File: config.mk
export PLATFORM = sky130hd
export DESIGN_NAME = tm_sbox_top
export DESIGN_NICKNAME = d
export VERILOG_FILES = /design/src/rtl/tm_sbox_pkg.sv /design/src/rtl/tm_sbox_g.sv /design/src/rtl/tm_sbox_f.sv /design/src/rtl/tm_sbox_q.sv /design/src/rtl/tm_sbox_top.sv
export SDC_FILE = /design/constraint.sdc
export NUM_CORES = 1
export LEC_CHECK = 0
export BUFFER_PORTS_ARGS = -buffer_cell sky130_fd_sc_hd__buf_2
export CAP_MARGIN = 10
export CELL_PAD_IN_SITES_DETAIL_PLACEMENT = 2
export CELL_PAD_IN_SITES_GLOBAL_PLACEMENT = 2
export CORE_ASPECT_RATIO = 0.5
export CORE_MARGIN = 3
export CORE_UTILIZATION = 42
export DETAILED_ROUTE_END_ITERATION = 10
export PLACE_DENSITY = 0.81
export SKIP_CTS_REPAIR_TIMING = 1
export SYNTH_ARGS = -nofsm -noshare
export SYNTH_HDL_FRONTEND = slang
export SYNTH_SLANG_ARGS = --single-unit
File: constraint.sdc
create_clock -name clk -period 4.04 [get_ports clk]
set_input_delay 0.202 -clock clk [delete_from_list [all_inputs] [get_ports clk]]
set_output_delay 0.202 -clock clk [all_outputs]
set_load 0.02 [all_outputs]
File: src/rtl/tm_sbox_pkg.sv
package tm_sbox_pkg;
    localparam int SHARES = 3;
    localparam int NIB    = 4;
    localparam int BYTE_W = 2 * NIB;
    localparam int DEPTH  = 7;

    typedef logic [SHARES-1:0]          tri_t;   // one bit across shares
    typedef logic [SHARES-1:0][NIB-1:0] nib3_t;  // [share][bit]

    // Shared AND: share s of the product uses only the other two shares.
    function automatic tri_t sh_and(tri_t x, tri_t y);
        tri_t r;
        for (int s = 0; s < SHARES; s++) begin
            int p;
            int q;
            p = (s + 1) % SHARES;
            q = (s + 2) % SHARES;
            r[s] = (x[p] & y[p]) ^ (x[p] & y[q]) ^ (x[q] & y[p]);
        end
        return r;
    endfunction

    function automatic tri_t pick(nib3_t v, int i);
        tri_t r;
        for (int s = 0; s < SHARES; s++) r[s] = v[s][i];
        return r;
    endfunction
endpackage

File: src/rtl/tm_sbox_g.sv
module tm_sbox_g
    import tm_sbox_pkg::*;
#(
    parameter bit INVERT = 1'b0
) (
    input  nib3_t x,
    output nib3_t y
);
    tri_t prod;
    assign prod = sh_and(pick(x, 1), pick(x, 2));

    for (genvar s = 0; s < SHARES; s++) begin : g_share
        localparam bit FLIP = (s == 0) && INVERT;
        assign y[s] = {x[s][3:1], x[s][0] ^ prod[s] ^ FLIP};
    end
endmodule

File: src/rtl/tm_sbox_f.sv
module tm_sbox_f
    import tm_sbox_pkg::*;
(
    input  nib3_t x,
    output nib3_t y
);
    tri_t x0, x3, a, t, b, c;
    tri_t u0, u1, u3;

    for (genvar s = 0; s < SHARES; s++) begin : g_lin
        assign x0[s] = x[s][0];
        assign x3[s] = x[s][3];
        assign a[s]  = x[s][1] ^ x[s][3];
        assign t[s]  = x[s][0] ^ x[s][2];
        assign b[s]  = a[s] ^ x[s][2];
        assign c[s]  = x[s][3] ^ t[s];
    end

    assign u0 = sh_and(x0, x3);
    assign u3 = sh_and(c, b);
    assign u1 = sh_and(a, t);

    for (genvar s = 0; s < SHARES; s++) begin : g_out
        assign y[s] = {u1[s], u0[s], t[s], u3[s]};
    end
endmodule

File: src/rtl/tm_sbox_q.sv
module tm_sbox_q
    import tm_sbox_pkg::*;
(
    input  nib3_t x,
    output nib3_t y
);
    tri_t p03, p01;
    assign p03 = sh_and(pick(x, 0), pick(x, 3));
    assign p01 = sh_and(pick(x, 0), pick(x, 1));

    for (genvar s = 0; s < SHARES; s++) begin : g_share
        assign y[s] = {x[s][2] ^ p01[s], x[s][0], p03[s] ^ x[s][1], x[s][3]};
    end
endmodule

File: src/rtl/tm_sbox_top.sv
module tm_sbox_top
    import tm_sbox_pkg::*;
(
    input  logic              clk,
    input  logic              rst,
    input  logic              in_valid,
    input  logic [BYTE_W-1:0] in_a,
    input  logic [BYTE_W-1:0] in_b,
    input  logic [BYTE_W-1:0] in_c,
    output logic              out_valid,
    output logic [BYTE_W-1:0] out_a,
    output logic [BYTE_W-1:0] out_b,
    output logic [BYTE_W-1:0] out_c
);
    nib3_t lft_in, rgt_in;
    assign lft_in = {in_c[NIB-1:0],      in_b[NIB-1:0],      in_a[NIB-1:0]};
    assign rgt_in = {in_c[BYTE_W-1:NIB], in_b[BYTE_W-1:NIB], in_a[BYTE_W-1:NIB]};

    // Pipeline registers: function output plus delayed halves per stage
    nib3_t st1_g, st1_l, st1_r;
    nib3_t st2_f, st2_l, st2_r;
    nib3_t st3_q, st3_l, st3_r;
    nib3_t st4_q, st4_l, st4_r;
    nib3_t st5_g, st5_l, st5_r;
    nib3_t st6_f, st6_l, st6_r;
    nib3_t st7_l, st7_r;
    logic [DEPTH-1:0] vpipe;

    // Round functions between register stages
    nib3_t g1_y, f1_y, q1_x, q1_y, q2_x, q2_y, lft_mix, g2_y, f2_y;

    tm_sbox_g #(.INVERT(1'b0)) u_g1 (.x(lft_in), .y(g1_y));
    tm_sbox_f                  u_f1 (.x(st1_g),  .y(f1_y));

    assign q1_x = st2_r ^ st2_f;               // first Feistel xor
    tm_sbox_q u_q1 (.x(q1_x), .y(q1_y));

    for (genvar s = 0; s < SHARES; s++) begin : g_perm
        assign q2_x[s] = {st3_q[s][1], st3_q[s][2], st3_q[s][0], st3_q[s][3]};
    end
    tm_sbox_q u_q2 (.x(q2_x), .y(q2_y));

    assign lft_mix = st4_l ^ st4_q;            // second Feistel xor
    tm_sbox_g #(.INVERT(1'b1)) u_g2 (.x(lft_mix), .y(g2_y));
    tm_sbox_f                  u_f2 (.x(st5_g),   .y(f2_y));

    always_ff @(posedge clk) begin
        if (rst) begin
            st1_g <= '0; st1_l <= '0; st1_r <= '0;
            st2_f <= '0; st2_l <= '0; st2_r <= '0;
            st3_q <= '0; st3_l <= '0; st3_r <= '0;
            st4_q <= '0; st4_l <= '0; st4_r <= '0;
            st5_g <= '0; st5_l <= '0; st5_r <= '0;
            st6_f <= '0; st6_l <= '0; st6_r <= '0;
            st7_l <= '0; st7_r <= '0;
            vpipe <= '0;
        end else begin
            st1_g <= g1_y;  st1_l <= lft_in;  st1_r <= rgt_in;
            st2_f <= f1_y;  st2_l <= st1_l;   st2_r <= st1_r;
            st3_q <= q1_y;  st3_l <= st2_l;   st3_r <= q1_x;
            st4_q <= q2_y;  st4_l <= st3_l;   st4_r <= st3_r;
            st5_g <= g2_y;  st5_l <= lft_mix; st5_r <= st4_r;
            st6_f <= f2_y;  st6_l <= st5_l;   st6_r <= st5_r;
            st7_l <= st6_l; st7_r <= st6_r ^ st6_f;   // third Feistel xor
            vpipe <= {vpipe[DEPTH-2:0], in_valid};
        end
    end

    assign out_valid = vpipe[DEPTH-1];
    assign out_a = {st7_r[0], st7_l[0]};
    assign out_b = {st7_r[1], st7_l[1]};
    assign out_c = {st7_r[2], st7_l[2]};
endmodule

# --- Word-level counts from Yosys, hierarchy flattened ---
# Cells that the tools add are included.
classes:
  add_sub_neg: 0
  multipliers: 0
  div_mod_pow: 0
  magnitude_cmp: 0
  eq_ne: 0
  n_shift: 0
  muxes: 0
  n_bitwise: 226
  reduce_logical: 0
op_table:
  columns: ["cell", "count"]
  rows:
  - ["$xor A1 B1 Y1", 114]
  - ["$and A1 B1 Y1", 108]
  - ["$xor A12 B12 Y12", 3]
  - ["$not A1 Y1", 1]
totals:
  reg_bits: 247
  latch_bits: 0
  mem_bits_rw: 0
  mem_bits_ro: 0
  out_inout_bits: 25
  elab_cells: 287
  mem_count: 0

# --- Depth between registers and ports, before layout ---
# Gate-level depths: netlist (run 1).
depth:
  ltp_word: 6
  depth_mapped: 6

# --- By module ---
# From an unflattened synthesis (run 1), not the netlist that was laid out.
unflattened:
  hier_cells: 830
  hier_area_um2: 8986.1
by_module_without_submodules:
  columns: ["mod", "n_inst", "cells_each", "area_per_inst_um2"]
  rows:
  - ["tm_sbox_top", 1, 557, 6907.9]
  - ["tm_sbox_f", 2, 68, 534.3]
  - ["tm_sbox_q", 2, 43, 317.8]
  - ["tm_sbox_g (u_g1)", 1, 26, 192.7]
  - ["tm_sbox_g (u_g2)", 1, 25, 181.4]

# --- Worst setup path before layout (run 1) ---
# OpenSTA, ideal clock, no wires.
synth_path:
  path_kind: "reg-to-reg"
  startpoint: "reg st1_g[2] (netlist name)"
  endpoint: "reg st2_f[8] (netlist name)"
  setup_ns: 0.062
  t_arrival_ns: 1.431
  t_required_ns: 3.978
  path_slack_ns: 2.548
  path_stages_with_launch: 6
  n_path_buf: 0
  period_less_slack_ns: 1.492
  path_cell_list: "dfxtp_1 > xnor3_2 > mux2i_1 > xnor2_1 > mux2_4 > nor2_2"
synth_via:
  elab_chain_len: 5
  word_cells_on_any_way: 8
  classes_between: "bitwise: 8"
synth_rtl:
  columns: ["element", "line_no", "text"]
  rows:
  - ["start: declaration", "tm_sbox_top.sv:20", "nib3_t st1_g, st1_l, st1_r;"]
  - ["start signal: assignment", "tm_sbox_top.sv:58", "st1_g <= g1_y; st1_l <= lft_in; st1_r <= rgt_in;"]
  - ["$xor A1 B1 Y1", "tm_sbox_f.sv:14", "assign t[s] = x[s][0] ^ x[s][2];"]
  - ["$xor A1 B1 Y1", "tm_sbox_f.sv:16", "assign c[s] = x[s][3] ^ t[s];"]
  - ["$and A1 B1 Y1", "tm_sbox_pkg.sv:18", "r[s] = (x[p] & y[p]) ^ (x[p] & y[q]) ^ (x[q] & y[p]);"]
  - ["$xor A1 B1 Y1", "tm_sbox_pkg.sv:18", null]
  - ["$xor A1 B1 Y1 (*)", "tm_sbox_pkg.sv:18", null]
  - ["end signal: assignment", "tm_sbox_top.sv:59", "st2_f <= f1_y; st2_l <= st1_l; st2_r <= st1_r;"]
  - ["end: declaration", "tm_sbox_top.sv:21", "nib3_t st2_f, st2_l, st2_r;"]
# Mark *: on every way between the ends. The rest lies on a longest branch, timed or not.
# A chain may end at the register's enable or synchronous reset.

# --- Final worst setup path (run 1) ---
layout_path:
  startpoint: "reg st2_f[9] (netlist name)"
  endpoint: "reg st3_q (netlist bit q2_x[0])"
layout_via:
  elab_chain_len: 5
layout_rtl:
  columns: ["element", "line_no", "text"]
  rows:
  - ["$xor A12 B12 Y12", "tm_sbox_top.sv:35", "assign q1_x = st2_r ^ st2_f;"]
  - ["$and A1 B1 Y1", "tm_sbox_pkg.sv:18", null]
  - ["$xor A1 B1 Y1 (2 in series)", "tm_sbox_pkg.sv:18", null]
  - ["$xor A1 B1 Y1", "tm_sbox_q.sv:12", "assign y[s] = {x[s][2] ^ p01[s], x[s][0], p03[s] ^ x[s][1], x[s][3]};"]
  - ["end signal: assignment", "tm_sbox_top.sv:60", "st3_q <= q1_y; st3_l <= st2_l; st3_r <= q1_x;"]
  - ["end: declaration", "tm_sbox_top.sv:22", "nib3_t st3_q, st3_l, st3_r;"]
# No other way between the ends.

==> reports/metrics.cfg, run 1 <==
[floorplan]
core_sq_um = 17700
start_util_pct = 43.7
die_x_um = 198
die_area_sq_um = 20200
fp-row-count = 34
die_h_um = 102
num_io_pins = 52

[hold_path]
worstHoldStart = in_b[2]
worst_hold_path.endpoint = st1_g[6]$_SDFF_PP0_
hold_class = in2reg
hold_depth = 2

[synth]
synth_flop_cell = dfxtp_1
yosysSeqAreaShare_pct = 57.6
synth_edf_count = 0
avgSynthCellArea_sq_um = 10.5
syn-cell-area_sq_um = 7750
synthXorXnorAreaFrac_pct = 12.4
synth-simple-area-share_pct = 21.0
synthCells = 735
synth_fa_ha_area_share_pct = 0
synth_compound_area_share_pct = 4.47
ys_seq_elements = 223
synth_mux_area_share_pct = 2.44
yosysUniqueCellTypes = 40
ys.warnings.count = 0
synth_nets = 762
synthArstFlopShare_pct = 0
synth_top_family_by_area = simple AND/OR/NAND/NOR gates

[sta]
finClkSkew_ns = 0.00739
grt_setup_unrepaired = no
drv_slew = 0
whs_ns = 0.0106
worstMarginPinSlew_ns = 1.18
tns_ns = 0
setup_viol = 0
period_needed_ns = 1.78
fmax_mhz = 560
fin_crit_sh_pct = 44.2
hold_viol = 0
relSlewSlack_pct = 21.1

[power]
power_frac_clock_pct = 37.4
pwr-share-comb_pct = 11.4
internal-power_mw = 3.55
power.density_nw_per_um2 = 528
p_leak_nw = 3.53
switchingPower_mw = 1.18
seq_power_share_pct = 51.3
power_switching_share_pct = 25.0
vdd_drop_max_uv = 237

[global_route]
grt_usage_pct = 16.1
grt_pass1_vias = 5066
grt_max_degree = 165
grt_util_met2_pct = 28.8
antenna_found_initial = 0
grtUsageMet3_pct = 3.66
grt-busiest-layer = met2
grt_pass1_wl_mm = 26.3
grtUsageMet1_pct = 20.8
grt-ovfl-total = 0

[critical_path]
r2r-start = st2_f[9]$_SDFF_PP0_
critPathCaptureType = register
cp.arrival_ns = 2.12
crit_fanout = 7
r2r-end = q2_x[0]$_SDFF_PP0_
ff2ff_setup_slack_ns = 2.26
cpPeakStageDelay_ns = 0.63
cpMostUsedCell = xnor2_1
crit_slowest_cell = xnor2_1
critPathTopFamily = XOR/XNOR gates
worst-path-buf-inv = 0
path_class = reg2reg
timing.critical_path.cells = xnor2_1 > o21ai_0 > a31oi_1 > xnor2_1 > nor2_1
crit_required_ns = 4.37
startpoint_type = register
reg2regPathDepth = 5

[layout]
layout-drive-gt1-share_pct = 12.3
final_nets = 819
fillers = 1803
layout_common_cells = dfxtp_1 (223), nor2b_1 (151), nor2_1 (80), xnor2_1 (64), buf_2 (50)
area_growth_pct = 15.4
n_antenna_cell = 0
final_common_cell = dfxtp_1

[cts]
cts_tree = built
path_clk_slew_ns = 0.07
cts.path.max_buffers = 3
clk_latency_ns = 0.49
cts-root-buf = clkbuf_16
htree_levels = 1
cts_buffers = 21
cts.sinks = 223

[detailed_routing]
drc = 0
routed_via_density = 4.74
wl_per_cell_um = 15.9
firstDrtPassIters = 4
vias = 4911
ant_nets = 0
wl_mm = 16.5
drt_iter0_markers = 188

[place]
gp_congestion = 0.784
dp_hpwl_mm = 10.8
port_buffers = 51

[flow_run]
maxCapViolCount = 0

[status]
status = finished, final reports clean

==> cells in the mapped netlist, drive strengths merged, types with 2 or more instances <==
master  number  area [sq um]
nand2       16          60.1
mux2i        5          50.1
a211oi       4          30.0
or3          9          56.3
xor3         3          71.3
clkbuf      30           114
and3         2          12.5
nand3b       6          45.0
xnor2       67           609
and2         3          18.8
mux2        12           139
nor2b      152           953
nand3        7          35.0
a32oi        4          35.0
nor3         8          40.0
a31oi        5          31.3
nand2b      12          75.1
o21ai       14          70.1
xor2        27           236
a21oi       22           110
buf          8          45.0
a22oi        4          30.0
nor3b        3          22.5
dfxtp      223          4460
nor2        81           307
xnor3        2          46.3
==> power groups by stage <==
stage,logic [mW],clock network (mW),registers [mW]
6_report,0.538,1.77,2.42
5_1_grt,0.601,1.94,2.44
4_1_cts,0.532,1.82,2.42
3_5_place_dp,0.522,0,2.47
3_3_place_gp,0.491,0,2.46
2_1_floorplan,0.421,0,2.43
==> metrics by stage <==
| step | setup slack [ns] | area [sq um] | util, % | power (mW) | cells |
|---|---|---|---|---|---|
| 4_1_cts | 2.22 | 8760 | 49.4 | 4.78 | 1017 |
| 5_1_grt | 2.11 | 8950 | 50.4 | 4.98 | 1036 |
| 3_5_place_dp | 2.24 | 8160 | 46.0 | 2.99 | 984 |
| 3_3_place_gp | 2.28 | 8160 | 46.0 | 2.96 | 984 |
| 2_1_floorplan | 2.55 | 7750 | - | 2.85 | 735 |
| 6_report | 2.26 | 8950 | 50.4 | 4.72 | 1036 |
==> final cells by class <==
| class | instances | area (sq um) | share of cell area (%) |
|---|---|---|---|
| clock inverters | 6 | 33.8 | 0.378 |
| repair buffers | 72 | 467 | 5.22 |
| well taps | 234 | 293 | 3.27 |
| multi-input cells | 474 | 3130 | 35.0 |
| clock buffers | 27 | 558 | 6.24 |
| flip-flops and latches | 223 | 4460 | 49.9 |
==> worst reg2reg max path, stage by stage, from the launching register on <==
cell     delay, ns
dfxtp_1       0.31
xnor2_1       0.63
o21ai_0       0.22
a31oi_1       0.27
xnor2_1       0.15
nor2_1        0.05
==> worst max-delay path by stage <==
stage                               from                  end  slack, ns  depth (start not counted)
floorplan            st1_g[2]$_SDFF_PP0_  st2_f[8]$_SDFF_PP0_       2.55                          5
global placement                     rst  st6_f[5]$_SDFF_PP0_       2.28                          3
detailed placement                   rst  st6_r[8]$_SDFF_PP0_       2.24                          3
CTS                  st2_f[1]$_SDFF_PP0_   q2_x[4]$_SDFF_PP0_       2.22                          5
global route        st1_g[10]$_SDFF_PP0_  st2_f[0]$_SDFF_PP0_       2.11                          5
finish               st2_f[9]$_SDFF_PP0_   q2_x[0]$_SDFF_PP0_       2.26                          5
==> routing by layer <==
metal  part of all wire [%]  wire length, um
met3                    3.6              587
met2                     49             8090
met1                     47             7680
met4                   0.74              122
met5                      0                0
==> logic make-up (layout without fill, tap and decap cells) <==
kind of cell              count (synthesis)  count (layout)
buffers and inverters                    38             105
DFF                                     223             223
muxes                                    17              17
xor gates and xnor gates                 99              99
AOI/OAI and AO/OA                        58              58
and+or+nand+nor                         300             300
==> sequential cells by signal (all words and copies together) (netlist names), 12 cells and up <==
| signal | cells |
|---|---|
| st4_l | 12 |
| st2_l | 12 |
| st2_r | 12 |
| st1_g | 12 |
| st4_q | 12 |
| st6_l | 12 |
| q2_x | 12 |
| st5_g | 12 |
| st1_r | 12 |
| st6_f | 12 |
| st4_r | 12 |
| st2_f | 12 |
| st6_r | 12 |
| st5_r | 12 |
| st3_l | 12 |
Power figures use the tool's default switching activity.
==> inputs of run 2 (changes only) <==
CORE_UTILIZATION = 39   (was 42)
PLACE_DENSITY = 0.76   (was 0.81)
clock period = 1.7 ns   (was 4.04 ns; I/O delays follow)
==> run 2 against run 1 <==
Against the previous run: critical endpoint is now st2_f[0]$_SDFF_PP0_; combinational power grew to 2.6 times the previous value; cell count up 4.9%; register-to-register slack lost 2.2 ns; power rose by 150%; clock power rose to 2.5 times the previous value; clock skew is 0.0017 ns higher; wire length increased by 6.3%; core utilization is 1.3 points lower; non-clock buffer count up 21; fmax rose by 9.0%; the flow now finishes with violations (hold timing); cell area rose by 4.0%.
==> reports/metrics.cfg, run 2 (same netlist as run 1, synthesis figures left out) <==
[status]
status = finished with violations
violations = hold timing

[sta]
setup_slack_ns = 0.0621  ; -2.19 ns
drv_slew = 0  ; unchanged
finClkSkew_ns = 0.00910  ; +0.00171 ns
relSlewSlack_pct = 62.8  ; +42 points
period_needed_ns = 1.64  ; -0.147 ns
tns_ns = 0  ; unchanged
worstMarginPinSlew_ns = 0.554  ; -0.630 ns
hold_viol = 6  ; +6
fmax_mhz = 611  ; +9.0%
fin_crit_sh_pct = 96.3  ; +52 points
whs_ns = -0.00746  ; -0.0181 ns
setup_viol = 0  ; unchanged

[detailed_routing]
routed_via_density = 4.58  ; -3.3%
vias = 4983  ; +1.5%
drt_iter0_markers = 130  ; -31%
wl_per_cell_um = 16.1  ; +1.4%
wl_mm = 17.5  ; +6.3%
ant_nets = 0  ; unchanged
firstDrtPassIters = 4  ; unchanged
drc = 0  ; unchanged

[place]
dp.cells = 1024  ; +4.1%
dp_slack_ns = 0.0129  ; -2.22 ns
gp_congestion = 0.765  ; -2.5%
port_buffers = 51  ; unchanged
dp_hpwl_mm = 11.6  ; +7.6%

[cts]
cts.path.max_buffers = 3  ; unchanged
cts.sinks = 223  ; unchanged
path_clk_slew_ns = 0.06  ; about the same
cts_tree = built
cts_buffers = 21  ; unchanged
clk_latency_ns = 0.49  ; about the same
cts-root-buf = clkbuf_16
htree_levels = 1  ; unchanged

[layout]
area_growth_pct = 20.0
layout-drive-gt1-share_pct = 14.9  ; +2.5 points
fin_cells = 1087  ; +4.9%
n_antenna_cell = 0  ; unchanged
layout_common_cells = dfxtp_1 (222), nor2b_1 (151), nor2_1 (80), xnor2_1 (61), buf_2 (50)
final_nets = 840  ; +2.6%
final_common_cell = dfxtp_1

[floorplan]
die_x_um = 205  ; +3.7%
core_sq_um = 19000  ; +6.9%
num_io_pins = 52  ; unchanged
die_h_um = 106  ; +3.6%
die_area_sq_um = 21700  ; +7.3%
start_util_pct = 40.9  ; -2.8 points
fp-row-count = 35  ; +2.9%

[global_route]
antenna_found_initial = 0  ; unchanged
grt_pass1_vias = 5343  ; +5.5%
grt_max_degree = 58  ; -65%
grt_usage_pct = 16.0  ; -0.13 points
grt-ovfl-total = 0  ; unchanged
grt_pass1_wl_mm = 28.2  ; +7.0%

[critical_path]
crit_required_ns = 2.06  ; -2.31 ns
cp.arrival_ns = 2.00  ; -0.12 ns
ff2ff_setup_slack_ns = 0.06  ; -2.19 ns
path_class = reg2reg
startpoint_type = register
crit_fanout = 4  ; -3
critPathCaptureType = register

[power]
power.density_nw_per_um2 = 1250  ; +140%
power_switching_share_pct = 25.0  ; about the same
internal-power_mw = 8.73  ; +150%
vdd_drop_max_uv = 618  ; +160%
p_total_mw = 11.6  ; +150%
switchingPower_mw = 2.91  ; +150%
p_leak_nw = 3.68  ; +4.4%
power_frac_clock_pct = 38.6  ; +1.2 points
pwr-share-comb_pct = 12.0  ; +0.6 points
seq_power_share_pct = 49.4  ; -1.9 points

[flow_run]
maxCapViolCount = 0  ; unchanged

[hold_path]
hold_class = in2reg

[run 2: cell types whose count changed in the layout (fill, tap and decap cells not counted), sizes merged]
| cell | before | now |
|---|---|---|
| clkinv | 5 | 4 |
| clkbuf | 27 | 32 |
| bufinv | 0 | 1 |
| dlygate4sd3 | 19 | 25 |
| buf | 53 | 68 |
[run 2: critical path: stages, from the launching register on]
cell and delay [ns]:
dfxtp_1 0.41, xor3_1 0.50, or3_1 0.37, nand4_1 0.12, a21oi_1 0.11
[run 2: layout make-up]
class,instances,area [sq um]
fillers,1938,9650
clock inverters,6,58.8
flip-flops and latches,223,4470
clock buffers,32,587
repair buffers,93,689
multi-input cells,474,3180
well taps,259,324
[run 2: final timing paths]
| path | start | to | cells past startpoint |
|---|---|---|---|
| worst max-delay path | st1_g[10]$_SDFF_PP0_ | st2_f[0]$_SDFF_PP0_ | 4 |
| worst min-delay path | rst | st6_f[7]$_SDFF_PP0_ | 2 |
| worst max register to register | st1_g[10]$_SDFF_PP0_ | st2_f[0]$_SDFF_PP0_ | 4 |
| worst min register to register | st3_r[10]$_SDFF_PP0_ | st4_r[10]$_SDFF_PP0_ | 1 |
[run 2: power by group through the flow]
stage | registers (mW) | clock network [mW] | logic, mW
floorplan | 5.77 | 0 | 1.00
global placement | 5.84 | 0 | 1.26
detailed placement | 5.86 | 0 | 1.32
CTS | 5.75 | 4.64 | 1.35
global route | 5.78 | 4.92 | 1.56
finish | 5.75 | 4.49 | 1.40
[run 2: metal layers]
| metal | wire [um] | track usage (%) | vias to the layer above |
|---|---|---|---|
| met4 | 223 | 2.58 | 0 |
| li1 | - | - | 2486 |
| met3 | 488 | 3.24 | 20 |
| met2 | 8710 | 27.9 | 58 |
| met5 | 0 | 0 | - |
| met1 | 8090 | 20.9 | 2419 |
[run 2: per-stage QoR]
| stage | utilization (%) | area, sq um |
|---|---|---|
| 3_3_place_gp | 44.1 | 8360 |
| 2_1_floorplan | - | 7750 |
| 6_report | 49.1 | 9310 |
| 3_5_place_dp | 44.1 | 8360 |
| 5_1_grt | 49.1 | 9310 |
| 4_1_cts | 47.5 | 9000 |
==> inputs of run 3 (changes only) <==
CORE_UTILIZATION = 41   (was 39)
CTS_BUF_LIST = sky130_fd_sc_hd__clkbuf_2 sky130_fd_sc_hd__clkbuf_4 sky130_fd_sc_hd__clkbuf_8   (was default)
CTS_CLUSTER_SIZE = 10   (was default)
PLACE_DENSITY = 0.79   (was 0.76)
==> run 3 against run 2 <==
Against the previous run: the flow now finishes without violations; hold slack improved by 0.34 ns; sequential power about the same; non-clock buffer count unchanged; register-to-register slack improved by 0.05 ns; die area decreased by 4.7%; cell area increased by 0.20%; wire length grew 4.5%; first-iteration DRC count fell by 6.9%; critical endpoint is now st6_f[8]$_SDFF_PP0_.
==> reports/metrics.cfg, run 3 (same netlist as run 1, synthesis figures left out) <==
[place]
dp_hpwl_mm = 11.7  ; +0.83%
dp_slack_ns = 0.00435  ; -0.00852 ns
gp_congestion = 0.789  ; +3.1%
port_buffers = 51  ; unchanged

[power]
p_total_mw = 11.5  ; -1.2%
vdd_drop_max_uv = 491  ; -20%
power.density_nw_per_um2 = 1230  ; -1.4%
power_frac_clock_pct = 37.6  ; -1.0 points
internal-power_mw = 8.48  ; -2.9%
power_switching_share_pct = 26.2  ; +1.3 points
pwr-share-comb_pct = 12.3  ; +0.3 points
switchingPower_mw = 3.02  ; +3.8%
p_leak_nw = 3.72  ; +1.0%
seq_power_share_pct = 50.1  ; +0.7 points

[cts]
clk_latency_ns = 0.51  ; +0.02 ns
cts_buffers = 34  ; +62%
cts_tree = built
htree_levels = 2  ; +1
cts.sinks = 223  ; unchanged
cts.path.max_buffers = 3  ; unchanged
cts-root-buf = clkbuf_8
path_clk_slew_ns = 0.08  ; +0.02 ns

[sta]
worstMarginPinSlew_ns = 0.593  ; +0.0389 ns
finClkSkew_ns = 0.0290  ; +0.0199 ns
drv_slew = 0  ; unchanged
hold_viol = 0  ; -6
setup_slack_ns = 0.116  ; +0.0537 ns
setup_viol = 0  ; unchanged
relSlewSlack_pct = 60.2  ; -2.6 points
fmax_mhz = 631  ; +3.4%
fin_crit_sh_pct = 93.2  ; -3.2 points
period_needed_ns = 1.58  ; -0.0537 ns
whs_ns = 0.335  ; +0.343 ns

[critical_path]
crit_slowest_cell = xor3_1
ff2ff_setup_slack_ns = 0.12  ; +0.05 ns
startpoint_type = register
timing.critical_path.cells = xor3_1 > nand2_1 > xor2_1 > a22oi_1 > nor2_1
r2r-end = st6_f[8]$_SDFF_PP0_
path_class = reg2reg
reg2regPathDepth = 5  ; +1
r2r-start = st5_g[2]$_SDFF_PP0_
cp.arrival_ns = 2.02  ; +0.02 ns
crit_required_ns = 2.13  ; +0.07 ns
crit_fanout = 4  ; unchanged
critPathCaptureType = register
cpPeakStageDelay_ns = 0.55  ; +0.05 ns

[floorplan]
num_io_pins = 52  ; unchanged
core_sq_um = 18000  ; -5.3%
die_x_um = 200  ; -2.4%
die_area_sq_um = 20700  ; -4.7%
start_util_pct = 43.2  ; +2.3 points
fp-row-count = 34  ; -2.9%
die_h_um = 103  ; -2.3%

[hold_path]
worstHoldStart = in_c[5]
hold_class = in2reg
hold_depth = 3  ; +1
worst_hold_path.endpoint = st1_r[9]$_SDFF_PP0_

[detailed_routing]
wl_met1_mm = 8.27  ; +2.2%
routed_via_density = 4.65  ; +1.4%
top_layer_used = met4
ant_nets = 0  ; unchanged
firstDrtPassIters = 4  ; unchanged
wl_per_cell_um = 16.7  ; +3.5%
wl_met2_mm = 9.12  ; +4.7%
vias = 5106  ; +2.5%
met3_length_um = 698  ; +43%
drc = 0  ; unchanged
drt_iter0_markers = 121  ; -6.9%
wl_mm = 18.3  ; +4.5%

[layout]
area_growth_pct = 20.3
n_antenna_cell = 0  ; unchanged
final_common_cell = dfxtp_1
fillers = 1817  ; -6.2%
layout-drive-gt1-share_pct = 18.7  ; +3.8 points
final_nets = 853  ; +1.5%
multi_input_area_sq_um = 3200  ; +0.55%
final_util_pct = 52.0  ; +2.9 points
regArea_sq_um = 4470  ; +0.14%
layout_common_cells = dfxtp_1 (217), nor2b_1 (151), nor2_1 (80), xnor2_1 (59), buf_2 (50)

[global_route]
grt_max_degree = 47  ; -19%
grt-ovfl-total = 0  ; unchanged
antenna_found_initial = 0  ; unchanged
grt_usage_pct = 17.3  ; +1.3 points
grt_pass1_wl_mm = 28.6  ; +1.6%
grt_pass1_vias = 5466  ; +2.3%

[status]
status = finished, final reports clean

[flow_run]
maxCapViolCount = 0  ; unchanged

[run 3: changes by cell type in the layout (fill, tap and decap cells not counted), moves of 2 or more]
cell / delta
clkbuf_8: +37
clkbuf_16: -21
clkbuf_1: -9
clkbuf_4: +9
dfxtp_1: -5
dfxtp_2: +5
clkinv_2: +3
xnor2_1: -2
xnor2_2: +2
xor3_1: -2
xor3_2: +2
[run 3: power groups by stage]
stage | Combinational, mW | Clock (mW) | Sequential [mW]
finish | 1.42 | 4.32 | 5.76
global route | 1.58 | 4.75 | 5.80
CTS | 1.36 | 4.48 | 5.75
detailed placement | 1.33 | 0 | 5.86
global placement | 1.25 | 0 | 5.84
floorplan | 1.00 | 0 | 5.77
[run 3: cell type report]
cell class	count	area share (%)
clock buffer	48	6.48
tap	252	3.38
sequential	223	47.9
clock inverter	8	0.456
multi-input combinational	474	34.3
timing repair buffer	93	7.42
[run 3: through the flow]
stage	TNS [ns]	instance area, sq um	cells
floorplan	0	7750	735
global placement	0	8340	1016
detailed placement	0	8340	1016
CTS	-0.0690	8990	1072
global route	-0.0184	9330	1098
finish	0	9330	1098
[run 3: worst max path at each step]
stage	startpoint	to	slack [ns]
after floorplan	st1_g[2]$_SDFF_PP0_	st2_f[8]$_SDFF_PP0_	0.21
after global placement	st2_r[1]$_SDFF_PP0_	q2_x[4]$_SDFF_PP0_	0.07
after detailed placement	st2_r[1]$_SDFF_PP0_	q2_x[4]$_SDFF_PP0_	0.004
after CTS	st2_r[1]$_SDFF_PP0_	q2_x[4]$_SDFF_PP0_	-0.04
after global routing	st5_g[4]$_SDFF_PP0_	st6_f[8]$_SDFF_PP0_	-0.02
final	st5_g[2]$_SDFF_PP0_	st6_f[8]$_SDFF_PP0_	0.12
[run 3: layer usage]
metal / GRT usage, % / vias to the layer above
met5: 0 / -
met4: 3.67 / 0
met2: 31.7 / 73
met1: 20.9 / 2492
met3: 4.72 / 26
li1: - / 2515
[run 3: critical path: cells and delay by family (launching register included)]
family	cells	cell delay, ns
AND/OR/NAND/NOR	2	0.25
flip-flops	1	0.46
XOR/XNOR	2	0.71
AO/OA/AOI/OAI	1	0.08
